`src/rtl/cfgwin_pkg.sv`:
```
package cfgwin_pkg;

  localparam int DW      = 32;
  localparam int SPACE_W = 16;

  typedef enum logic [2:0] {
    RG_HDR  = 3'd0,
    RG_CTRL = 3'd1,
    RG_TICK = 3'd2,
    RG_SEM  = 3'd3,
    RG_ADDR = 3'd4,
    RG_DATA = 3'd5,
    RG_NONE = 3'd7
  } reg_idx_t;

  typedef enum logic {
    ENG_IDLE = 1'b0,
    ENG_BUSY = 1'b1
  } eng_state_t;

  localparam logic [7:0] CAP_ID_VAL = 8'h09;

  function automatic logic space_ok(input logic [SPACE_W-1:0] sp);
    return (sp == 16'h0001) || (sp == 16'h0002) || (sp == 16'h000A);
  endfunction

endpackage

```
`src/rtl/cfgwin_rst_sync.sv`:
```
module cfgwin_rst_sync (
  input  logic clk,
  input  logic rst_n,
  output logic rst_n_sync
);
  logic [1:0] stage_q;

  always_ff @(posedge clk or negedge rst_n) begin
    if (!rst_n) stage_q <= 2'b00;
    else        stage_q <= {stage_q[0], 1'b1};
  end

  assign rst_n_sync = stage_q[1];
endmodule

```
`src/rtl/cfgwin_sema.sv`:
```
module cfgwin_sema #(
  parameter int TICKET_W = 32,
  parameter int AGENT_W  = 2
) (
  input  logic                clk,
  input  logic                rst_n,
  input  logic                tick_rd,
  input  logic                sem_wr,
  input  logic [TICKET_W-1:0] sem_wval,
  input  logic [AGENT_W-1:0]  agent,
  output logic [TICKET_W-1:0] ticket,
  output logic [TICKET_W-1:0] sem_val,
  output logic                owner_ok
);
  localparam logic [TICKET_W-1:0] TICK_ONE = TICKET_W'(1);
  localparam logic [TICKET_W-1:0] TICK_MAX = {TICKET_W{1'b1}};

  logic [TICKET_W-1:0] tick_q, tick_n;
  logic [TICKET_W-1:0] sem_q, sem_n;
  logic [AGENT_W-1:0]  own_q, own_n;
  logic                held;
  logic                upd_en;

  assign held     = (sem_q != '0);
  assign owner_ok = held && (agent == own_q);

  always_comb begin
    tick_n = tick_q;
    sem_n  = sem_q;
    own_n  = own_q;
    if (tick_rd) begin
      tick_n = (tick_q == TICK_MAX) ? TICK_ONE : tick_q + TICK_ONE;
    end
    if (sem_wr) begin
      if (sem_wval == '0) begin
        if (owner_ok) sem_n = '0;
      end else if (!held) begin
        sem_n = sem_wval;
        own_n = agent;
      end
    end
  end

  assign upd_en = tick_rd | sem_wr;

  always_ff @(posedge clk or negedge rst_n) begin
    if (!rst_n) begin
      tick_q <= TICK_ONE;
      sem_q  <= '0;
      own_q  <= '0;
    end else if (upd_en) begin
      tick_q <= tick_n;
      sem_q  <= sem_n;
      own_q  <= own_n;
    end
  end

  assign ticket  = tick_q;
  assign sem_val = sem_q;

  a_r2_ticket_nonzero: assert property (@(posedge clk) disable iff (!rst_n)
    tick_q != '0);
  a_r2_ticket_moves: assert property (@(posedge clk) disable iff (!rst_n)
    tick_rd |=> (tick_q != $past(tick_q)));
  a_r3_no_steal: assert property (@(posedge clk) disable iff (!rst_n)
    (sem_q != '0) |=> ((sem_q == $past(sem_q)) || (sem_q == '0)));
  a_r4_release_by_owner: assert property (@(posedge clk) disable iff (!rst_n)
    ((sem_q != '0) && !(sem_wr && owner_ok)) |=> (sem_q != '0));
endmodule

```
`src/rtl/cfgwin_engine.sv`:
```
module cfgwin_engine
  import cfgwin_pkg::*;
#(
  parameter int ADDR_W = 26
) (
  input  logic               clk,
  input  logic               rst_n,
  input  logic               host_ok,
  input  logic               ctrl_wr,
  input  logic               addr_wr,
  input  logic               data_wr,
  input  logic [DW-1:0]      wdata,
  output logic [SPACE_W-1:0] space_q,
  output logic [30:0]        addr_q,
  output logic               flag_q,
  output logic [DW-1:0]      data_q,
  output logic               mem_req,
  output logic               mem_we,
  output logic [ADDR_W-1:0]  mem_addr,
  output logic [DW-1:0]      mem_wdata,
  input  logic               mem_ack,
  input  logic [DW-1:0]      mem_rdata
);
  eng_state_t         st_q, st_n;
  logic [SPACE_W-1:0] space_n;
  logic [30:0]        addr_n;
  logic               flag_n;
  logic [DW-1:0]      data_n;
  logic               we_q, we_n;
  logic               accept;
  logic               legal;
  logic               upd_en;

  assign accept = host_ok && (st_q == ENG_IDLE);
  assign legal  = (wdata[27:26] == 2'b00);

  always_comb begin
    st_n    = st_q;
    space_n = space_q;
    addr_n  = addr_q;
    flag_n  = flag_q;
    data_n  = data_q;
    we_n    = we_q;
    if (st_q == ENG_BUSY) begin
      if (mem_ack) begin
        st_n   = ENG_IDLE;
        flag_n = ~we_q;
        if (!we_q) data_n = mem_rdata;
      end
    end else if (accept) begin
      if (ctrl_wr) space_n = wdata[SPACE_W-1:0];
      if (data_wr) data_n = wdata;
      if (addr_wr && legal) begin
        addr_n = wdata[30:0];
        we_n   = wdata[31];
        if (space_ok(space_q)) begin
          st_n   = ENG_BUSY;
          flag_n = wdata[31];
        end else begin
          flag_n = ~wdata[31];
          if (!wdata[31]) data_n = '0;
        end
      end
    end
  end

  assign upd_en = accept | ((st_q == ENG_BUSY) & mem_ack);

  always_ff @(posedge clk or negedge rst_n) begin
    if (!rst_n) begin
      st_q    <= ENG_IDLE;
      space_q <= '0;
      addr_q  <= '0;
      flag_q  <= 1'b0;
      data_q  <= '0;
      we_q    <= 1'b0;
    end else if (upd_en) begin
      st_q    <= st_n;
      space_q <= space_n;
      addr_q  <= addr_n;
      flag_q  <= flag_n;
      data_q  <= data_n;
      we_q    <= we_n;
    end
  end

  assign mem_req   = (st_q == ENG_BUSY);
  assign mem_we    = we_q;
  assign mem_addr  = addr_q[ADDR_W-1:0];
  assign mem_wdata = data_q;

  a_r12_req_hold: assert property (@(posedge clk) disable iff (!rst_n)
    (mem_req && !mem_ack) |=> (mem_req && $stable(mem_addr) && $stable(mem_wdata) && $stable(mem_we)));
  a_r10_space_ok: assert property (@(posedge clk) disable iff (!rst_n)
    mem_req |-> space_ok(space_q));
  a_r7_write_done: assert property (@(posedge clk) disable iff (!rst_n)
    (mem_req && mem_we && mem_ack) |=> (!flag_q && !mem_req));
  a_r8_read_done: assert property (@(posedge clk) disable iff (!rst_n)
    (mem_req && !mem_we && mem_ack) |=> (flag_q && (data_q == $past(mem_rdata))));
  a_r11_space_frozen: assert property (@(posedge clk) disable iff (!rst_n)
    mem_req |=> $stable(space_q));
endmodule

```
`src/rtl/cfgwin_gateway.sv`:
```
module cfgwin_gateway
  import cfgwin_pkg::*;
#(
  parameter logic [7:0] CAP_BASE = 8'hC0,
  parameter logic [7:0] NEXT_PTR = 8'h00,
  parameter int         TICKET_W = 32,
  parameter int         AGENT_W  = 2,
  parameter int         ADDR_W   = 26
) (
  input  logic               clk,
  input  logic               rst_n,
  input  logic               cfg_valid,
  input  logic               cfg_write,
  input  logic [AGENT_W-1:0] cfg_agent,
  input  logic [7:0]         cfg_offset,
  input  logic [31:0]        cfg_wdata,
  output logic [31:0]        cfg_rdata,
  output logic               mem_req,
  output logic               mem_we,
  output logic [15:0]        mem_space,
  output logic [ADDR_W-1:0]  mem_addr,
  output logic [31:0]        mem_wdata,
  input  logic               mem_ack,
  input  logic [31:0]        mem_rdata
);
  localparam logic [5:0] BASE_DW = CAP_BASE[7:2];
  localparam int         NREGS   = 6;

  logic               rst_s;
  logic [5:0]         rel;
  reg_idx_t           idx;
  logic               rd_en, wr_en;
  logic [TICKET_W-1:0] ticket, sem_val;
  logic               owner_ok;
  logic [SPACE_W-1:0] space_q;
  logic [30:0]        addr_q;
  logic               flag_q;
  logic [DW-1:0]      data_q;
  logic [DW-1:0]      rd_n, rdata_q;

  cfgwin_rst_sync u_rst (
    .clk        (clk),
    .rst_n      (rst_n),
    .rst_n_sync (rst_s)
  );

  assign rel = cfg_offset[7:2] - BASE_DW;

  always_comb begin
    idx = RG_NONE;
    if ((cfg_offset[1:0] == 2'b00) && (rel < 6'(NREGS))) idx = reg_idx_t'(rel[2:0]);
  end

  assign rd_en = cfg_valid && !cfg_write;
  assign wr_en = cfg_valid && cfg_write;

  cfgwin_sema #(.TICKET_W(TICKET_W), .AGENT_W(AGENT_W)) u_sema (
    .clk      (clk),
    .rst_n    (rst_s),
    .tick_rd  (rd_en && (idx == RG_TICK)),
    .sem_wr   (wr_en && (idx == RG_SEM)),
    .sem_wval (cfg_wdata[TICKET_W-1:0]),
    .agent    (cfg_agent),
    .ticket   (ticket),
    .sem_val  (sem_val),
    .owner_ok (owner_ok)
  );

  cfgwin_engine #(.ADDR_W(ADDR_W)) u_eng (
    .clk       (clk),
    .rst_n     (rst_s),
    .host_ok   (owner_ok),
    .ctrl_wr   (wr_en && (idx == RG_CTRL)),
    .addr_wr   (wr_en && (idx == RG_ADDR)),
    .data_wr   (wr_en && (idx == RG_DATA)),
    .wdata     (cfg_wdata),
    .space_q   (space_q),
    .addr_q    (addr_q),
    .flag_q    (flag_q),
    .data_q    (data_q),
    .mem_req   (mem_req),
    .mem_we    (mem_we),
    .mem_addr  (mem_addr),
    .mem_wdata (mem_wdata),
    .mem_ack   (mem_ack),
    .mem_rdata (mem_rdata)
  );

  assign mem_space = space_q;

  always_comb begin
    rd_n = '0;
    unique case (idx)
      RG_HDR:  rd_n = {16'h0000, NEXT_PTR, CAP_ID_VAL};
      RG_CTRL: rd_n = {(space_ok(space_q) ? 3'b001 : 3'b000), 13'h0000, space_q};
      RG_TICK: rd_n = 32'(ticket);
      RG_SEM:  rd_n = 32'(sem_val);
      RG_ADDR: rd_n = {flag_q, addr_q};
      RG_DATA: rd_n = data_q;
      default: rd_n = '0;
    endcase
  end

  always_ff @(posedge clk or negedge rst_s) begin
    if (!rst_s)     rdata_q <= '0;
    else if (rd_en) rdata_q <= rd_n;
  end

  assign cfg_rdata = rdata_q;

  a_r5_outsider_no_launch: assert property (@(posedge clk) disable iff (!rst_s)
    (!mem_req && !owner_ok) |=> !mem_req);
  a_r9_illegal_no_launch: assert property (@(posedge clk) disable iff (!rst_s)
    (!mem_req && wr_en && (idx == RG_ADDR) && (cfg_wdata[27:26] != 2'b00)) |=> !mem_req);
endmodule

```
`config.mk`:
```
export PLATFORM = sky130hd
export DESIGN_NAME = cfgwin_gateway
export DESIGN_NICKNAME = d
export VERILOG_FILES = /design/src/rtl/cfgwin_pkg.sv /design/src/rtl/cfgwin_rst_sync.sv /design/src/rtl/cfgwin_sema.sv /design/src/rtl/cfgwin_engine.sv /design/src/rtl/cfgwin_gateway.sv
export SDC_FILE = /design/constraint.sdc
export NUM_CORES = 1
export LEC_CHECK = 0
export BUFFER_PORTS_ARGS = -buffer_cell sky130_fd_sc_hd__buf_2
export CAP_MARGIN = 20
export CORE_MARGIN = 1
export CORE_UTILIZATION = 59
export DETAILED_ROUTE_END_ITERATION = 12
export PLACE_DENSITY = 0.85
export SLEW_MARGIN = 0
export SYNTH_ARGS = -nofsm -noshare
export SYNTH_HDL_FRONTEND = slang
export SYNTH_SLANG_ARGS = --single-unit
```
`constraint.sdc`:
```
create_clock -name clk -period 10.8 [get_ports clk]
set_clock_uncertainty 0.05 [all_clocks]
set_input_delay 2.16 -clock clk [delete_from_list [all_inputs] [get_ports clk]]
set_output_delay 2.16 -clock clk [all_outputs]
set_load 0.005 [all_outputs]
```
# Word-level counts from Yosys, hierarchy flattened

Index checks and enable logic that the tools add are counted.
W data, S select, Z words.

Register bits after elaboration: 182
Input bits: 79
Output and inout bits: 108

$add $sub $neg: 2
Magnitude comparators: 1
Equality and inequality tests: 14
Mux-type cells: 25
Bitwise gates (word level): 8
Reductions and logical operators: 28

Operators by type and width:

| cell                    | count |
|---|---|
| $mux W32                | 12 |
| $pmux W32 S6            | 1 |
| $add A32 B1 Y32 const B | 1 |
| $eq A32 B32 Y1 const B  | 1 |
| $logic_not A32 Y1       | 1 |
| $reduce_bool A32 Y1     | 1 |
| $reduce_and A4 Y1       | 6 |
| $eq A16 B1 Y1 const B   | 1 |
| $eq A16 B2 Y1 const B   | 1 |
| $eq A16 B4 Y1 const B   | 1 |
| $logic_and A1 B1 Y1     | 11 |
| $mux W1                 | 11 |
| $eq A3 B2 Y1 const B    | 2 |
| $eq A3 B3 Y1 const B    | 2 |
| $lt A6 B3 Y1 const B    | 1 |
| $ne A2 B2 Y1 const B    | 3 |
| $sub A6 B6 Y6 const B   | 1 |
| $not A1 Y1              | 5 |
| $logic_not A2 Y1        | 2 |
| $reduce_bool A2 Y1      | 2 |
| $eq A3 B1 Y1 const B    | 1 |
| $logic_not A3 Y1        | 1 |
| $mux W3                 | 1 |
| $eq A2 B2 Y1            | 1 |
| 6 further kinds         | 8 |

# Depth between registers and ports, before layout

Gate-level depths: netlist (run 1).

Depth after elaboration: 12
Depth in mapped cells: 8
Gate-level depth less buffers: 6

# Modules after synthesis

From an unflattened synthesis (run 1), not the netlist that was laid out.

Cells, all modules: 812
Area total of the unflattened synthesis: 9341.5 sq um

Modules (own cells, without submodules):

| module          | times used | cells an instance | area an instance (sq um) | sequential area each (sq um) |
|---|---|---|---|---|
| cfgwin_engine   | 1          | 303               | 3920.0                   | 2052.0 |
| cfgwin_sema     | 1          | 260               | 2951.6                   | 1652.8 |
| cfgwin_gateway  | 1          | 246               | 2416.1                   | 800.8 |
| cfgwin_rst_sync | 1          | 3                 | 53.8                     | 50.0 |

# Worst setup path before layout (run 1)

OpenSTA, ideal clock, no wires.

Path type: input -> register
Start: input port cfg_offset[5]
End: register u_eng.space_q[10]
Setup time: 0.125 ns
Data arrival time: 4.107 ns
Path slack: 6.517 ns
Stages on the path: 7
Path through: or4b_1 -> buf_2 -> nor4_4 -> or3b_1 -> buf_4 -> buf_6 -> mux2_4

Word-level cells in the longest chain between the ends: 7

Ends and longest elaborated chain:

| element                     | line                 | source |
|---|---|---|
| start: declaration          | cfgwin_gateway.sv:15 | `input logic [7:0] cfg_offset,` |
| $sub A6 B6 Y6               | cfgwin_gateway.sv:47 | `assign rel = cfg_offset[7:2] - BASE_DW;` |
| $lt A6 B3 Y1                | cfgwin_gateway.sv:51 | `if ((cfg_offset[1:0] == 2'b00) && (rel < 6'(NREGS))) idx = reg_idx_t'(rel[2:0]);` |
| $logic_and A1 B1 Y1         | cfgwin_gateway.sv:51 |  |
| $mux W3                     | cfgwin_gateway.sv:51 |  |
| $eq A3 B1 Y1                | cfgwin_gateway.sv:73 | `.ctrl_wr (wr_en && (idx == RG_CTRL)),` |
| $logic_and A1 B1 Y1         | cfgwin_gateway.sv:73 |  |
| $reduce_and A4 Y1 (no line) | --                   |  |
| end signal: assignment      | cfgwin_engine.sv:79  | `space_q <= space_n;` |
| end: declaration            | cfgwin_engine.sv:13  | `output logic [SPACE_W-1:0] space_q,` |

Every way passes these cells.
A chain may end at the register's enable or synchronous reset.

# Worst setup path in the final report (run 1)

Start: input port cfg_offset[5]
End: register u_eng.space_q[13]

Same word-level chain as after synthesis.

==> results of run 1 <==
==> critical path: cells and delay by family <==
family        cells  cell delay [ns]
simple gates      3             2.36
mux               1             0.43
buf+inv           1             0.11
==> stage by stage <==
stage,instances,util
6_report,1160,0.709
5_1_grt,1160,0.709
4_1_cts,1157,0.704
3_5_place_dp,1127,0.667
3_3_place_gp,1127,0.667
2_1_floorplan,827,-
==> sequential cells by signal (all words and copies together) (netlist names) <==
signal,count
cfg_rdata,32
u_eng.addr_q,31
u_eng.data_q,32
u_eng.flag_q,1
u_eng.mem_req,1
u_eng.mem_we,1
u_eng.space_q,16
u_rst.stage_q,2
u_sema.own_q,2
u_sema.sem_val,32
u_sema.ticket,32
==> final cells by class <==
cell class | instances | area, um2
fill | 1016 | 4250
tap | 184 | 230
multi-input combinational | 555 | 3880
clock inverter | 4 | 45.0
inverter | 7 | 26.3
timing repair buffer | 202 | 1100
clock buffer | 26 | 499
sequential | 182 | 4560
==> cell usage after synthesis, types with 7 or more instances <==
cell type	n	area, um2
o21ai_0	35	175
nor4_1	22	138
dfrtp_1	181	4530
nand2_1	86	323
a22oi_1	54	405
a22o_1	58	508
a221oi_1	14	123
mux2_4	10	150
clkbuf_1	53	199
nor2_1	26	97.6
xnor2_1	16	140
nand3_1	30	150
mux2_2	39	439
o22ai_1	30	188
buf_4	27	203
nor3_1	15	75.1
xor2_1	11	96.3
a21oi_1	7	35.0
and4_1	11	96.3
nand4_1	16	100
==> worst paths after layout <==
check | from | to | slack [ns]
max | cfg_offset[5] | u_eng.space_q[13] | 5.99
min | u_rst.stage_q[1] | u_eng.data_q[25] | 0.25
max reg2reg | u_sema.sem_val[18] | u_eng.space_q[15] | 7.78
min reg2reg | u_rst.stage_q[1] | u_eng.data_q[25] | 0.25
max in group asynchronous | rst_n | u_rst.stage_q[1] | 9.15
min in group clk | u_rst.stage_q[0] | u_rst.stage_q[1] | 0.31
==> routing by layer <==
layer / part of all wire / global-route usage
met1: 0.39 / 0.528
met4: 0.035 / 0.140
met3: 0.13 / 0.103
met2: 0.45 / 0.535
met5: 0 / 0
==> power breakdown <==
group	switching, W	leakage (nW)	internal, W
Clock	0.000247	0.270	0.000338
Combinational	0.0000576	2.29	0.0000306
Sequential	0.0000136	2.51	0.000692
==> logic make-up after synthesis <==
| logic type | Yosys count | share of synthesized area |
|---|---|---|
| mux | 53 | 0.0711 |
| xor+xnor | 27 | 0.0267 |
| fa+ha+maj | 1 | 0.00141 |
| flops | 182 | 0.515 |
| buf+inv | 90 | 0.0506 |
| other cells | 1 | 0.000424 |
| simple gates | 242 | 0.144 |
| compound gates | 231 | 0.191 |
==> results.cfg, run 1 <==
[status]
status = finished, final reports clean

[power_and_ir_drop]
p_leak_nw = 5.06
peakVddDrop_v = 0.000124
p_per_area_nw_per_um2 = 133
total_power_w = 0.00138

[cts]
clockRootBuffer = clkbuf_16
cts_tree = yes
cts_htree_levels = 4
cts.repair.resized = 0
clock-sinks = 182
cts_buffers = 17
cts_setup_buffers = 0
clkLatencyLatePin_ns = 0.44
clk_path_buf_depth = 2
clk_pin_slew_ns = 0.06
ctsHoldBuffers = 0

[yosys]
synth-main-ff-cell = dfrtp_1
syn_area_um2 = 8850
yosysSeqAreaShare = 0.515
synth_fp_nets = 907
synth-seq-cells = 182
synth_cell_types = 60
avgSynthCellArea_um2 = 10.7
yosysWarnings = 0
netlist_instances = 827
synth_edf_count = 0
synth-async-reset-ratio = 1.00

[sta]
whs_ns = 0.254
setup_viol = 0
worst_slack_ns = 5.99
finalWorstPathRequiredPeriod_ns = 4.81
slew_violations = 0
slew_headroom = 0.363
min_period_over_period = 0.445
grt_setup_unrepaired = false
max_freq_ghz = 0.208
final_hold_viol_count = 0
max_slew.worst_pin.slew_ns = 0.948
tns_ns = 0

[die]
dieArea_um2 = 15500
initial_core_util = 0.607
die_width_um = 124
ios = 187
die_h_um = 124
rows = 44
core-area_um2 = 14600

[setup_path]
critPathLaunchType = input pin
path_class = input pin to flop
required_ns = 11.07
cp_cell_sequence = buf_2, or4b_1, nor4_4, or3b_1, mux2_4
cp_slowest_cell = nor4_4
end_kind = flop
r2r_cells = 5
cp_data_arrival_time_ns = 5.08
max_stage_delay_ns = 0.85
cp_max_fo = 16

[routing]
viasPerCell = 6.97
antenna_left = 0
drt-total-wl_mm = 27.8
firstDrtPassIters = 8
num_vias = 8084
drt_iter0_drc = 1174
wl_per_cell_um = 24.0
drc = 0

[place]
pre_cts_slack_ns = 5.53
hpwl_mm = 19.3
portBuffers = 186
routabilityCongestion = 0.911
postPlaceCellArea_um2 = 9730

[grt]
grtUsageTotal = 0.369
grt-ovfl-total = 0
grt_max_degree = 83
grt_pass1_wl_mm = 43.7
antenna_found_initial = 0
grt_pass1_vias = 7633

[cells_and_area]
num-nets-final = 1045
mostFrequentLayoutCells = 186 x buf_2, 180 x dfrtp_1, 86 x nand2_1
drive_gt1_frac = 0.292
layout_commonest_cell = buf_2
synthToLayoutAreaGrowth_pct = 16.8
fin_area_um2 = 10300
n_antenna_cell = 0

[run]
maxCapViolCount = 0

[min_path]
hp-class = flop to asynchronous set/reset pin
No activity file was read; power rests on OpenSTA's default activity.
==> run 2, diff against run 1 <==
- CORE_UTILIZATION: 59 -> 55
- PLACE_DENSITY: 0.85 -> 0.8
- clock period: 10.8 -> 4.9 ns (I/O delays scaled with it)
==> results.cfg, run 2 (synthesis results as in run 1) <==
[cells_and_area]
synthToLayoutAreaGrowth_pct = 18.2
mostFrequentLayoutCells = 186 x buf_2, 180 x dfrtp_1, 86 x nand2_1
drive_gt1_frac = 0.300
layout_commonest_cell = buf_2
fin_area_um2 = 10500
fill_cells = 1227
num-nets-final = 1045

[grt]
grt-ovfl-total = 0
antenna_found_initial = 0
grt_pass1_vias = 7489
grtUsageTotal = 0.347
grt_max_degree = 104
grt_pass1_wl_mm = 42.3

[sta]
setup_viol = 0
grt_setup_unrepaired = false
finalWorstPathRequiredPeriod_ns = 3.59
slew_headroom = 0.239
final_hold_viol_count = 0
tns_ns = 0
min_period_over_period = 0.733
max_slew.worst_pin.slew_ns = 1.14
whs_ns = 0.0994
max_freq_ghz = 0.278
slew_violations = 0

[routing]
viasPerCell = 6.70
drt_iter0_drc = 991
drt-total-wl_mm = 28.0
antenna_left = 0
firstDrtPassIters = 6
num_vias = 8006
wl_per_cell_um = 23.4
drc = 0

[setup_path]
reg2reg_slack_ns = 1.88
path_class = input pin to flop
reg2reg_to = u_eng.space_q[2]
cp_data_arrival_time_ns = 3.84
end_kind = flop
critPathLaunchType = input pin
r2r_cells = 5
cp_cell_sequence = buf_2, nor2b_1, and4b_1, o311ai_0, a21boi_2, buf_4, o21ai_0
endpoint = u_eng.data_q[22]
cp-startpoint = cfg_offset[4]
cp_slowest_cell = and4b_1
required_ns = 5.15
cp_max_fo = 16
worst_r2r_startpoint = u_sema.sem_val[26]
max_stage_delay_ns = 0.73

[power_and_ir_drop]
p_sw_frac = 0.232
peakVddDrop_v = 0.000247
p_sw_w = 0.000742
combPwrFrac = 0.064
total_power_w = 0.00319
sequentialPowerShare = 0.486
p_per_area_nw_per_um2 = 305
p_int_w = 0.00245
power_frac_clock = 0.451
p_leak_nw = 5.09

[place]
portBuffers = 186
hpwl_mm = 19.8
postPlaceCellArea_um2 = 9790
routabilityCongestion = 0.925

[die]
dieArea_um2 = 16600
initial_core_util = 0.561
rows = 46
ios = 187
core-area_um2 = 15800
die_h_um = 129
die_width_um = 129

[cts]
clk_path_buf_depth = 2
cts_buffers = 17
cts_htree_levels = 4
clk_pin_slew_ns = 0.06
clock-sinks = 182
clkLatencyLatePin_ns = 0.44
ctsHoldBuffers = 0
clockRootBuffer = clkbuf_16
cts_setup_buffers = 0
cts.repair.resized = 0
cts_tree = yes

[run]
maxCapViolCount = 0

[min_path]
hp-class = flop to asynchronous set/reset pin

[status]
status = finished, final reports clean
[run 2: stage by stage]
stage | utilization | instances | setup WS (ns)
finish | 0.663 | 1195 | 1.31
global route | 0.663 | 1194 | 1.14
CTS | 0.661 | 1192 | 1.36
detailed placement | 0.621 | 1160 | 0.918
global placement | 0.621 | 1160 | 1.10
floorplan | - | 827 | 1.80
[run 2: area by class of cell]
type	instances	area [um2]	share of cell area
antenna	1	2.50	0.000239
clock buffer	21	480	0.0459
clock inverter	11	148	0.0141
inverter	7	26.3	0.00251
multi-input combinational	555	3880	0.371
sequential	182	4560	0.436
tap	216	270	0.0258
timing repair buffer	202	1090	0.104
[run 2: critical path: cells and delay by family]
kind,cells,cell delay (ns)
AOI/OAI and AO/OA,3,1.24
and+or+nand+nor,2,0.99
buffers and inverters,2,0.62
[run 2: how the worst min path moves through the flow]
stage / startpoint / endpoint / slack, ns / cells past startpoint
final: u_rst.stage_q[1] / u_eng.data_q[20] / 0.1 / 0
after floorplan: u_rst.stage_q[0] / u_rst.stage_q[1] / 0.28 / 0
after global placement: u_rst.stage_q[0] / u_rst.stage_q[1] / 0.29 / 0
after global routing: u_rst.stage_q[1] / u_eng.data_q[20] / 0.11 / 0
after CTS: rst_n / u_rst.stage_q[1] / 0.25 / 1
after detailed placement: u_rst.stage_q[0] / u_rst.stage_q[1] / 0.29 / 0
[run 2: per-layer routing]
metal  up-vias  GRT usage  wire length [um]  share of wire
met5         -          0                 0              0
met2       578      0.510             12700           0.46
met3        84     0.0906              3510           0.13
met4         0      0.157               976          0.035
li1       3383          -                 -              -
met1      3961      0.484             10700           0.38
[run 2: power groups by stage]
stage / logic (W) / registers (W) / clock network, W
floorplan: 0.0000698 / 0.00159 / 0
detailed placement: 0.000181 / 0.00159 / 0
finish: 0.000203 / 0.00155 / 0.00144
global placement: 0.000175 / 0.00159 / 0
global route: 0.000219 / 0.00155 / 0.00151
CTS: 0.000183 / 0.00156 / 0.00145
==> run 3, diff against run 2 <==
- ABC_AREA: unset -> 1
- CORE_UTILIZATION: 55 -> 51
- PLACE_DENSITY: 0.8 -> 0.77
- clock period: 4.9 -> 3 ns (I/O delays scaled with it)
==> results.cfg, run 3 <==
[cts]
cts_buffers = 17
cts_tree = yes
cts.repair.resized = 0
clk_pin_slew_ns = 0.07
clockRootBuffer = clkbuf_16
cts_htree_levels = 4
clk_path_buf_depth = 2
clkLatencyLatePin_ns = 0.44
clock-sinks = 182

[grt]
grt_pass1_vias = 10100
grt_max_degree = 94
antenna_found_initial = 0
grt-ovfl-total = 0
grt_pass1_wl_mm = 53.3
grtUsageTotal = 0.324

[place]
dp_cells = 1918
hpwl_mm = 24.7
routabilityCongestion = 0.957
portBuffers = 186

[yosys]
ys_top_cells_by_area = dfrtp_1 43%, nand2_1 19%, nand3_1 6.9%, inv_1 5.9%, nor2_1 5.8%
synth_fp_nets = 1611
yosys.area.top_type = dfrtp_1
synthAdderAreaFrac = 0.00120
synth_simple_gate_area_frac = 0.356
avgSynthCellArea_um2 = 6.82
synth_edf_count = 0
syn_area_um2 = 10400
netlist_instances = 1531
yosysTopAreaCellShare = 0.434
synth_cell_types = 36
synth_compound_area_frac = 0.0809
synth-seq-cells = 182
synth-async-reset-ratio = 1.00
yosysWarnings = 0
netlist_top_cells_count = 526 x nand2_1, 181 x dfrtp_1, 164 x inv_1
post-synth-top-count-cell = nand2_1
synthXorXnorAreaFrac = 0.0143
synth_top_family_by_area = simple AND/OR/NAND/NOR gates
yosysSeqAreaShare = 0.436
muxShareOfSynthArea = 0
synth-main-ff-cell = dfrtp_1

[die]
die_h_um = 145
die_width_um = 145
initial_core_util = 0.528
rows = 51
core-area_um2 = 19800
dieArea_um2 = 21100
ios = 187

[cells_and_area]
mostFrequentLayoutCells = 526 x nand2_1, 186 x buf_2, 180 x dfrtp_1
final_cells = 1950
layout_commonest_cell = nand2_1
drive_gt1_frac = 0.157
n_antenna_cell = 0
synthToLayoutAreaGrowth_pct = 15.6
num-nets-final = 1753

[setup_path]
end_kind = flop
max_stage_delay_ns = 0.57
critPathLaunchType = flop
required_ns = 3.31
cp_max_fo = 5
cp_num_buf_inv = 0
path_delay_family = simple AND/OR/NAND/NOR gates
cp-startpoint = u_sema.ticket[0]
cp_cell_sequence = ha_1, nand3_1, nor2_1, nand2_1, nor3b_1, nand2_1, nor2_1, xor2_1
path_class = flop to flop
cp_data_arrival_time_ns = 2.90
cp_slowest_cell = dfstp_2
worst_r2r_startpoint = u_sema.ticket[0]

[sta]
slew_headroom = 0.479
max_slew.worst_pin.slew_ns = 0.774
setup_viol = 0
finalWorstPathRequiredPeriod_ns = 2.59
min_period_over_period = 0.864
grt_setup_unrepaired = false
slew_violations = 0
max_freq_ghz = 0.386
final_hold_viol_count = 0
tns_ns = 0

[min_path]
hp-class = flop to asynchronous set/reset pin

[routing]
drt-total-wl_mm = 34.1
antenna_left = 0
firstDrtPassIters = 7
wl_per_cell_um = 17.5
drc = 0
drt_iter0_drc = 1215
num_vias = 10800
viasPerCell = 5.54

[status]
status = finished, final reports clean

[power_and_ir_drop]
peakVddDrop_v = 0.000398
total_power_w = 0.00633
p_per_area_nw_per_um2 = 525
p_leak_nw = 6.77

[run]
maxCapViolCount = 0
==> run 3: cell types whose count changed after synthesis, moves of 20 or more <==
cell and change:
nor2_1 +135, nand3_1 +114, nor4_1 -20, o22ai_1 -27, a21oi_1 +66, mux2_2 -39, o21ai_0 +39, a22o_1 -58
a22oi_1 -54, nand4_1 +22, nand2_1 +440, inv_1 +158
==> run 3: worst register-to-register path, cell delays in order (launching register included) <==
cell and delay, ns:
dfstp_2 0.57, ha_1 0.25, nand3_1 0.19, nor2_1 0.28, nand2_1 0.21, nor3b_1 0.44
nand2_1 0.19, nor2_1 0.18, xor2_1 0.16
==> run 3: final cells by class <==
class	count	area (um2)
clock buffer	20	457
multi-input combinational	1083	4750
inverter	171	642
tap	265	332
sequential	182	4560
clock inverter	11	126
fill	1878	7710
timing repair buffer	218	1210
==> run 3: cell families after synthesis <==
kind of cell | after synthesis
simple gates | 900
buf+inv | 266
flops | 182
compound gates | 164
xor+xnor | 17
fa+ha+maj | 1
other cells | 1
==> run 3: repair_timing <==
action	in CTS	in global routing
hold buffers	1	0
hold endpoints to repair	2	0
buffers inserted	0	0
==> run 3: per-layer routing <==
layer	global-route usage	up-vias	wire (um)
li1	-	5071	-
met1	0.445	4997	14300
met2	0.498	646	15200
met3	0.0604	89	3380
met4	0.148	0	1210
met5	0	-	0
==> run 3: where the power goes <==
| part | leakage, nW | internal [W] | switching, W |
|---|---|---|---|
| registers | 2.33 | 0.00269 | 0.000284 |
| clock network | 0.274 | 0.00127 | 0.00100 |
| logic | 4.17 | 0.000453 | 0.000638 |
==> run 3: stage by stage <==
stage	hold slack, ns	util	setup slack, ns	cell area (um2)
CTS	0.242	0.610	0.532	12100
finish	0.225	0.610	0.408	12100
global route	0.267	0.610	0.299	12100
floorplan	0.254	-	1.04	10400
detailed placement	0.233	0.580	0.322	11500
global placement	0.234	0.580	0.336	11500
==> run 3: path summary, 6_finish.rpt <==
kind	to	slack (ns)	cells past startpoint
worst min register to register	cfg_rdata[6]	0.23	0
max in group asynchronous	u_sema.sem_val[20]	1.82	1
min in group clk	u_rst.stage_q[1]	0.30	0
worst max register to register	u_sema.ticket[16]	0.41	8
worst max-delay path	u_sema.ticket[16]	0.41	8
worst min-delay path	cfg_rdata[6]	0.23	0
